==> config.mk <==
export PLATFORM = sky130hd
export DESIGN_NAME = adc_serial_ctl
export DESIGN_NICKNAME = d
export VERILOG_FILES = /design/src/rtl/adc_ctl_pkg.sv /design/src/rtl/adc_pin_sync.sv /design/src/rtl/adc_wake_timer.sv /design/src/rtl/adc_frame_seq.sv /design/src/rtl/adc_serial_ctl.sv
export SDC_FILE = /design/constraint.sdc
export NUM_CORES = 1
export LEC_CHECK = 0
export BUFFER_PORTS_ARGS = -buffer_cell sky130_fd_sc_hd__buf_2
export CORE_ASPECT_RATIO = 0.5
export CORE_MARGIN = 3
export CORE_UTILIZATION = 35
export CTS_CLUSTER_DIAMETER = 150
export CTS_CLUSTER_SIZE = 28
export DETAILED_ROUTE_END_ITERATION = 10
export HOLD_SLACK_MARGIN = 0.12
export PLACE_DENSITY = 0.57
export SYNTH_ARGS = -nofsm -noshare
export SYNTH_HDL_FRONTEND = slang
export SYNTH_SLANG_ARGS = --single-unit
==> constraint.sdc <==
create_clock -name clk -period 1.5 [get_ports clk]
set_input_delay 0.075 -clock clk [delete_from_list [all_inputs] [get_ports clk]]
set_output_delay 0.075 -clock clk [all_outputs]
set_load 0.005 [all_outputs]
==> src/rtl/adc_ctl_pkg.sv <==
package adc_ctl_pkg;

    typedef enum logic [1:0] {
        PH_READY = 2'd0,   // idle, acquiring
        PH_CONV  = 2'd1,   // normal frame in progress
        PH_SLEEP = 2'd2,   // powered down
        PH_WAKE  = 2'd3    // dummy wake-up frame in progress
    } phase_t;

    typedef struct packed {
        logic cs_fall;
        logic cs_rise;
        logic sclk_fall;
        logic sclk_rise;
    } pin_evt_t;

    // true when lo <= v < hi
    function automatic logic in_window(input int unsigned v,
                                       input int unsigned lo,
                                       input int unsigned hi);
        return (v >= lo) && (v < hi);
    endfunction

endpackage

==> src/rtl/adc_pin_sync.sv <==
module adc_pin_sync #(
    parameter int               NPINS   = 2,
    parameter logic [NPINS-1:0] RST_LVL = '1
) (
    input  logic             clk,
    input  logic             rst,
    input  logic [NPINS-1:0] pins_in,
    output logic [NPINS-1:0] rise,
    output logic [NPINS-1:0] fall
);

    for (genvar i = 0; i < NPINS; i++) begin : g_pin
        logic cur_q, prev_q;

        always_ff @(posedge clk) begin
            if (rst) begin
                cur_q  <= RST_LVL[i];
                prev_q <= RST_LVL[i];
            end else begin
                cur_q  <= pins_in[i];
                prev_q <= cur_q;
            end
        end

        assign rise[i] = cur_q & ~prev_q;
        assign fall[i] = ~cur_q & prev_q;
    end

endmodule

==> src/rtl/adc_wake_timer.sv <==
module adc_wake_timer #(
    parameter int WAKE_CYCLES = 200
) (
    input  logic clk,
    input  logic rst,
    input  logic start,
    input  logic cancel,
    output logic busy
);

    localparam int TW = $clog2(WAKE_CYCLES + 1);
    localparam logic [TW-1:0] LOAD = TW'(WAKE_CYCLES);

    logic [TW-1:0] left_q;

    always_ff @(posedge clk) begin
        if (rst || cancel) begin
            left_q <= '0;
        end else if (start) begin
            left_q <= LOAD;
        end else if (left_q != '0) begin
            left_q <= left_q - 1'b1;
        end
    end

    assign busy = (left_q != '0);

endmodule

==> src/rtl/adc_frame_seq.sv <==
module adc_frame_seq
    import adc_ctl_pkg::*;
#(
    parameter int RES_BITS   = 12,
    parameter int LEAD_ZEROS = 4,
    parameter int SLEEP_LO   = 2,
    parameter int SLEEP_HI   = 10,
    parameter int WAKE_FALLS = 11,
    parameter int ACQ_FALL   = 13
) (
    input  logic                clk,
    input  logic                rst,
    input  pin_evt_t            evt,
    input  logic [RES_BITS-1:0] result,
    input  logic                timer_busy,
    output logic                sample_strobe,
    output logic                sdo,
    output logic                sdo_oe,
    output logic                frame_bad,
    output logic                powered_down,
    output logic                wake_start,
    output logic                wake_cancel
);

    localparam int FRAME_BITS = LEAD_ZEROS + RES_BITS;
    localparam int CNT_W      = $clog2(FRAME_BITS + 1);
    localparam logic [CNT_W-1:0] LAST_FALL = CNT_W'(FRAME_BITS);
    localparam logic [CNT_W-1:0] ACQ_N     = CNT_W'(ACQ_FALL);
    localparam logic [CNT_W-1:0] WAKE_N    = CNT_W'(WAKE_FALLS);

    phase_t                phase_q;
    logic [CNT_W-1:0]      falls_q;
    logic [FRAME_BITS-1:0] shreg_q;
    logic                  acq_ok_q;

    logic sleep_hit, wake_ok, asleep;

    assign sleep_hit = in_window(32'(falls_q), SLEEP_LO, SLEEP_HI);
    assign wake_ok   = (falls_q >= WAKE_N);
    assign asleep    = (phase_q == PH_SLEEP);

    assign wake_start   = evt.cs_fall && asleep;
    assign wake_cancel  = evt.cs_rise && (phase_q == PH_WAKE) && !wake_ok;
    assign sdo          = shreg_q[FRAME_BITS-1];
    assign powered_down = asleep || (phase_q == PH_WAKE);

    always_ff @(posedge clk) begin
        if (rst) begin
            phase_q       <= PH_READY;
            falls_q       <= '0;
            shreg_q       <= '0;
            acq_ok_q      <= 1'b0;
            sdo_oe        <= 1'b0;
            sample_strobe <= 1'b0;
            frame_bad     <= 1'b0;
        end else begin
            sample_strobe <= 1'b0;
            unique case (phase_q)
                PH_READY, PH_SLEEP: begin
                    if (evt.cs_fall) begin
                        phase_q       <= asleep ? PH_WAKE : PH_CONV;
                        falls_q       <= '0;
                        shreg_q       <= {{LEAD_ZEROS{1'b0}}, result};
                        sdo_oe        <= 1'b1;
                        sample_strobe <= 1'b1;
                        frame_bad     <= asleep || timer_busy || !acq_ok_q;
                        acq_ok_q      <= 1'b0;
                    end
                end
                default: begin
                    if (evt.cs_rise) begin
                        sdo_oe  <= 1'b0;
                        falls_q <= '0;
                        if (sleep_hit) begin
                            phase_q <= PH_SLEEP;
                        end else if (phase_q == PH_WAKE) begin
                            phase_q <= wake_ok ? PH_READY : PH_SLEEP;
                            if (wake_ok) acq_ok_q <= 1'b1;
                        end else begin
                            phase_q <= PH_READY;
                        end
                    end else begin
                        if (evt.sclk_fall && falls_q < LAST_FALL) begin
                            falls_q <= falls_q + 1'b1;
                            shreg_q <= {shreg_q[FRAME_BITS-2:0], 1'b0};
                            if (falls_q + 1'b1 == LAST_FALL) sdo_oe <= 1'b0;
                        end
                        if (evt.sclk_rise && phase_q == PH_CONV && falls_q >= ACQ_N)
                            acq_ok_q <= 1'b1;
                    end
                end
            endcase
        end
    end

endmodule

==> src/rtl/adc_serial_ctl.sv <==
module adc_serial_ctl
    import adc_ctl_pkg::*;
#(
    parameter int RES_BITS    = 12,
    parameter int LEAD_ZEROS  = 4,
    parameter int SLEEP_LO    = 2,
    parameter int SLEEP_HI    = 10,
    parameter int WAKE_FALLS  = 11,
    parameter int ACQ_FALL    = 13,
    parameter int WAKE_CYCLES = 200
) (
    input  logic                clk,
    input  logic                rst,
    input  logic                cs_n,
    input  logic                sclk,
    input  logic [RES_BITS-1:0] conv_result,
    output logic                sample_strobe,
    output logic                sdo,
    output logic                sdo_oe,
    output logic                data_invalid,
    output logic                powered_down
);

    logic [1:0] rise_v, fall_v;
    pin_evt_t   evt;
    logic       t_start, t_cancel, t_busy;

    // pin 0 = select, pin 1 = serial clock; both idle high
    adc_pin_sync #(
        .NPINS  (2),
        .RST_LVL(2'b11)
    ) u_sync (
        .clk    (clk),
        .rst    (rst),
        .pins_in({sclk, cs_n}),
        .rise   (rise_v),
        .fall   (fall_v)
    );

    assign evt = '{cs_fall:   fall_v[0],
                   cs_rise:   rise_v[0],
                   sclk_fall: fall_v[1],
                   sclk_rise: rise_v[1]};

    adc_frame_seq #(
        .RES_BITS  (RES_BITS),
        .LEAD_ZEROS(LEAD_ZEROS),
        .SLEEP_LO  (SLEEP_LO),
        .SLEEP_HI  (SLEEP_HI),
        .WAKE_FALLS(WAKE_FALLS),
        .ACQ_FALL  (ACQ_FALL)
    ) u_seq (
        .clk          (clk),
        .rst          (rst),
        .evt          (evt),
        .result       (conv_result),
        .timer_busy   (t_busy),
        .sample_strobe(sample_strobe),
        .sdo          (sdo),
        .sdo_oe       (sdo_oe),
        .frame_bad    (data_invalid),
        .powered_down (powered_down),
        .wake_start   (t_start),
        .wake_cancel  (t_cancel)
    );

    adc_wake_timer #(
        .WAKE_CYCLES(WAKE_CYCLES)
    ) u_wake (
        .clk   (clk),
        .rst   (rst),
        .start (t_start),
        .cancel(t_cancel),
        .busy  (t_busy)
    );

endmodule

======== Word-level counts from Yosys, hierarchy flattened ========
Cells that the tools add are included.
word-level totals
  register bits after elaboration ......... 39
  bits of input ports ..................... 16
  output and inout bits ................... 5
  word-level logic and storage cells ...... 98
cells by class
  add/sub/neg operators ................... 2
  magnitude comparators ................... 5
  equality and inequality tests ........... 9
  multiplexer cells ....................... 30
  bitwise logic cells ..................... 9
  reductions and logical operators ........ 30
operators by type and width
  cell                                                 count
  2-to-1 mux 16 bit                                    4
  2-to-1 mux 5 bit                                     4
  2-to-1 mux 8 bit                                     2
  2-to-1 mux 2 bit                                     7
  2-to-1 mux 1 bit                                     13
  >= comparator 5 x 4 -> 1 bit, second input constant  2
  inequality test 3 bit, second input constant         3
  nonzero test 3 bit                                   3
  nonzero test 8 bit                                   1
  subtractor 8 x 1 -> 8 bit, second input constant     1
  logical AND 1 bit                                    7
  AND reduction 2 bit                                  3
  AND reduction 3 bit                                  2
  nonzero test 2 bit                                   3
  OR reduction 2 bit                                   3
  adder 5 x 1 -> 5 bit, second input constant          1
  equality test 5 bit, second input constant           1
  >= comparator 5 x 2 -> 1 bit, second input constant  1
  < comparator 5 x 4 -> 1 bit, second input constant   1
  < comparator 5 bit, second input constant            1
  inverter 1 bit                                       5
  AND reduction 5 bit                                  1
  AND 1 bit                                            4
  equality test 2 bit, second input constant           2
  6 further kinds                                      10

======== Longest topological paths before layout ========
  depth after elaboration ................. 7
  gate-level depth with buffers ........... 7
  mapped depth without buffers ............ 6

======== By module ========
Synthesis repeated with hierarchy kept, for this count alone.
unflattened totals
  cells, all modules ...................... 210
  area, all modules ....................... 2019.4 um2
by module, submodules not included
  module          instances  cells an instance  area an instance (um2)  sequential area each (um2)
  adc_frame_seq   1          153                1472.7                  540.5
  adc_wake_timer  1          45                 416.6                   160.2
  adc_pin_sync    1          12                 130.1                   80.1

======== Worst setup path after synthesis ========
No wires, ideal clock.
  path type ............................... register to register
  from .................................... register u_wake.left_q[0]
  to ...................................... register u_wake.left_q[6]
  setup time .............................. 0.127 ns
  arrival time ............................ 1.293 ns
  required time ........................... 1.373 ns
  path slack .............................. 0.079 ns
  stages on the path, launching flop included .. 6
  buffers on the path ..................... 0
  path through ............................ dfxtp_1 inv_1 ha_1 or3b_2 o31ai_1 a31oi_1
between the ends
  word-level cells in the longest chain between the ends .. 3
  elaborated cells between the ends (all ways) .. 5
  classes of those cells .................. 1 x add/sub; 2 x mux; 2 x reduce/logical
ends and longest elaborated chain
  element                    line                  text
  from (decl)                adc_wake_timer.sv:14  logic [TW-1:0] left_q;
  from (signal assigned)     adc_wake_timer.sv:22  left_q <= left_q - 1'b1;
  subtractor 8 x 1 -> 8 bit  adc_wake_timer.sv:22
  2-to-1 mux 8 bit           adc_wake_timer.sv:21  end else if (left_q != '0) begin
  2-to-1 mux 8 bit           adc_wake_timer.sv:19  end else if (start) begin
Several ways; a longest one is shown, not always the timed one. The select of a mux whose other input is x is not followed.
A chain may end at the register's enable or synchronous reset.

======== Worst setup path after layout ========
  from .................................... register u_seq.phase_q[0]
  to ...................................... register u_seq.shreg_q[2]
between the ends
  word-level cells in the longest chain between the ends .. 4
  elaborated cells between the ends (all ways) .. 8
  classes of those cells .................. 3 x eq/ne; 1 x mux; 4 x reduce/logical
ends and longest elaborated chain
  element                                                        line                 text
  from (decl)                                                    adc_frame_seq.sv:31  phase_t phase_q;
  from (signal assigned)                                         adc_frame_seq.sv:61  phase_q <= asleep ? PH_WAKE : PH_CONV;
  from (signal assigned)                                         adc_frame_seq.sv:77  phase_q <= wake_ok ? PH_READY : PH_SLEEP;
  equality test 2 bit or zero test 2 bit (tied branches)         adc_frame_seq.sv:58  unique case (phase_q)
  OR reduction 2 bit *                                           adc_frame_seq.sv:58
  inequality test 2 bit (no line), or another cell as far along  -
  AND reduction 3 bit (no line)                                  -
  to (signal assigned)                                           adc_frame_seq.sv:63  shreg_q <= {{LEAD_ZEROS{1'b0}}, result};
  to (signal assigned)                                           adc_frame_seq.sv:85  shreg_q <= {shreg_q[FRAME_BITS-2:0], 1'b0};
  to (decl)                                                      adc_frame_seq.sv:33  logic [FRAME_BITS-1:0] shreg_q;
Mark *: on every way between the ends. The rest lies on a longest branch, timed or not.

==> results.json <==
{
  "grt.overflow.total": 0,
  "synth_flop_cell": "dfxtp_1",
  "drt_first_iter_violations": 91,
  "layout_commonest_cell": "dfxtp_1",
  "finalSetupViolations": 0,
  "synth_area_um2": 1950,
  "mostFrequentLayoutCells": "37 x dfxtp_1, 28 x nor2_1, 28 x buf_4",
  "post-route-drc-count": 0,
  "cts_buffers": 5,
  "vdd_drop_max_uv": 429,
  "die_w_um": 112,
  "holdWs_ps": 135,
  "grt_antenna_before_repair": 0,
  "grt_max_degree": 23,
  "yosys_register_bits": 39,
  "period_needed_ps": 1440,
  "r2r-end": "u_seq.shreg_q[2]",
  "yosysTopAreaCell": "dfxtp_1",
  "area_delta_synth_final_pct": 25.6,
  "vias": 1641,
  "track_usage_pct": 13.7,
  "skew_ps": 6.25,
  "status": "completed",
  "syn_nets": 230,
  "ys_seq_area_share_pct": 40.1,
  "wl_per_cell_um": 13.2,
  "clk_pin_slew_ps": 80,
  "worst_slew_pin_slew_ps": 381,
  "period_share_pct": 96.2,
  "clock_latency_ps": 290,
  "fmax_ghz": 0.693,
  "first_global_vias": 1560,
  "post_drt_via_cell_ratio": 5.05,
  "synth.top_cell.area_share_pct": 40.1,
  "min_to": "u_seq.shreg_q[2]",
  "start_util_pct": 38.0,
  "dieArea_um2": 6560,
  "cts_buffer_depth": 2,
  "dr.pass1.iters": 4,
  "syn_avg_cell_area_um2": 9.28,
  "critPathMaxStageDelay_ps": 480,
  "cts_sinks": 39,
  "portBuffers": 20,
  "cp_cell_sequence": "or3b_4 -> o21ai_4 -> buf_4 -> nor2_1 -> a211oi_1",
  "cp_max_fo": 7,
  "power_mw": 2.94,
  "path_class": "reg -> reg",
  "p_leak_nw": 0.960,
  "clock-root-buffer": "clkbuf_8",
  "report.final.slew_viol_count": 0,
  "drv_cap": 0,
  "dpl.hpwl_mm": 2.91,
  "r2r_setup_slack_ps": 60,
  "drive_gt1_share_pct": 34.9,
  "synthArstFlopShare_pct": 0,
  "final_util_pct": 47.7,
  "critical_path.endpoint_type": "flip-flop",
  "min_from": "conv_result[2]",
  "cp.arrival_ps": 1650,
  "synthCells": 210,
  "yosysUniqueCellTypes": 46,
  "synth_area_leaders": "dfxtp_1 40%, mux2i_1 6.7%, a211oi_2 5.8%, nor2_1 5.6%, nor3b_1 3.1%",
  "synth_edf_count": 0,
  "cts_tree": "done",
  "hp-class": "in -> reg",
  "reg2reg_depth": 5,
  "gp_congestion": 0.807,
  "routed_wl_mm": 4.28,
  "antennaDiodeCount": 0,
  "num_io_pins": 21,
  "cp_slowest_cell": "or3b_4",
  "core_area_um2": 5130,
  "htreeDepth": 2,
  "start_kind": "flip-flop",
  "p_per_area_nw_per_um2": 1200,
  "die_y_um": 58.8,
  "nNetsFinal": 274,
  "rows": 18,
  "ys_warn_count": 0,
  "grt_pass1_wl_mm": 7.34,
  "r2r-start": "u_seq.phase_q[0]",
  "cp.required_ps": 1710,
  "hold_viol_final": 0,
  "holdPathStages": 3,
  "drtAntennaViolNets": 0,
  "max_slew_margin_pct": 74.4
}
[critical path: cells and delay by family (launching register included)]
kind	cells	cell delay (ps)
compound gates	2	270
flops	1	400
buf+inv	1	170
simple gates	2	520
[synthesized netlist by cell type, types with 2 or more instances]
cell	count
a211oi_1	5
a211oi_2	9
a21oi_1	7
a31oi_1	7
buf_2	7
buf_6	2
clkbuf_1	5
dfxtp_1	39
ha_1	4
inv_1	5
mux2i_1	13
nand2_1	9
nand2b_1	5
nand3_1	4
nand3b_1	5
nor2_1	29
nor2b_1	4
nor3_1	4
nor3b_1	8
o2111ai_1	2
o21ai_0	4
o31ai_1	3
o32ai_1	2
or2_2	5
xnor2_1	2
[cell type report]
| type | instances | area [um2] |
|---|---|---|
| Clock inverter | 2 | 12.5 |
| Timing Repair Buffer | 51 | 340 |
| Multi-Input combinational cell | 152 | 1130 |
| Sequential cell | 39 | 783 |
| Clock buffer | 6 | 72.6 |
| Fill cell | 489 | 2690 |
| Inverter | 5 | 18.8 |
| Tap cell | 70 | 87.6 |
[power by group]
group          internal (mW)  total [mW]  switching [mW]
clock                  0.325       0.705           0.380
combinational          0.503       0.944           0.441
sequential              1.17        1.29           0.124
total                   2.00        2.94           0.944
[worst max-delay path by stage]
stage | start | to | slack [ps] | cells after the start
after CTS | u_seq.falls_q[1] | u_wake.left_q[5] | 7 | 5
final | u_seq.phase_q[0] | u_seq.shreg_q[2] | 60 | 5
after detailed placement | u_seq.phase_q[0] | u_seq.shreg_q[9] | -80 | 4
after floorplan | u_wake.left_q[0] | u_wake.left_q[6] | 80 | 5
after global placement | u_seq.phase_q[0] | u_seq.shreg_q[3] | -30 | 4
after global routing | u_wake.left_q[0] | u_seq.frame_bad | -5 | 7
[logic make-up (layout without fill, tap and decap cells)]
group | count (synthesis) | after routing | synth area share, %
fa+ha+maj | 4 | 4 | 2.57
mux | 13 | 13 | 6.67
xor+xnor | 3 | 3 | 1.35
buf+inv | 20 | 64 | 5.26
flops | 39 | 39 | 40.1
compound gates | 46 | 47 | 18.9
simple gates | 85 | 85 | 25.2
[repair_timing]
item                                    CTS  global route
pin swaps                                 3             4
setup buffers                             0             7
gates resized for setup                  10             7
endpoints found under the hold margin     3             0
cloned                                    1             0
hold buffers                              3             0
endpoints found under the setup margin   17            25
[flip-flops by register name (all words and copies together), names as in the netlist, named ones only]
| register | flops |
|---|---|
| u_seq.acq_ok_q | 1 |
| u_seq.phase_q | 1 |
| u_seq.sdo_oe | 1 |
| u_seq.shreg_q | 16 |
| u_sync.g_pin.prev_q | 2 |
| u_seq.falls_q | 5 |
| u_seq.sample_strobe | 1 |
| u_seq.frame_bad | 1 |
| u_sync.g_pin.cur_q | 2 |
| u_wake.left_q | 8 |
[metal layers]
layer / global-route usage (%) / share of wire, % / vias to the layer above
li1: - / - / 848
met1: 18.6 / 51 / 768
met2: 22.1 / 45 / 23
met3: 3.18 / 3.1 / 2
met4: 4.16 / 0.63 / 0
met5: 0 / 0 / -
[through the flow]
step	setup slack, ps	cell area, um2	instances	TNS, ps
2_1_floorplan	79.3	1950	210	0
3_3_place_gp	-26.7	2210	306	-189
3_5_place_dp	-78.0	2210	306	-608
4_1_cts	7.43	2370	318	0
5_1_grt	-4.81	2450	325	-4.81
6_report	56.7	2450	325	0
Note: power is estimated with default switching activity, not from simulation.
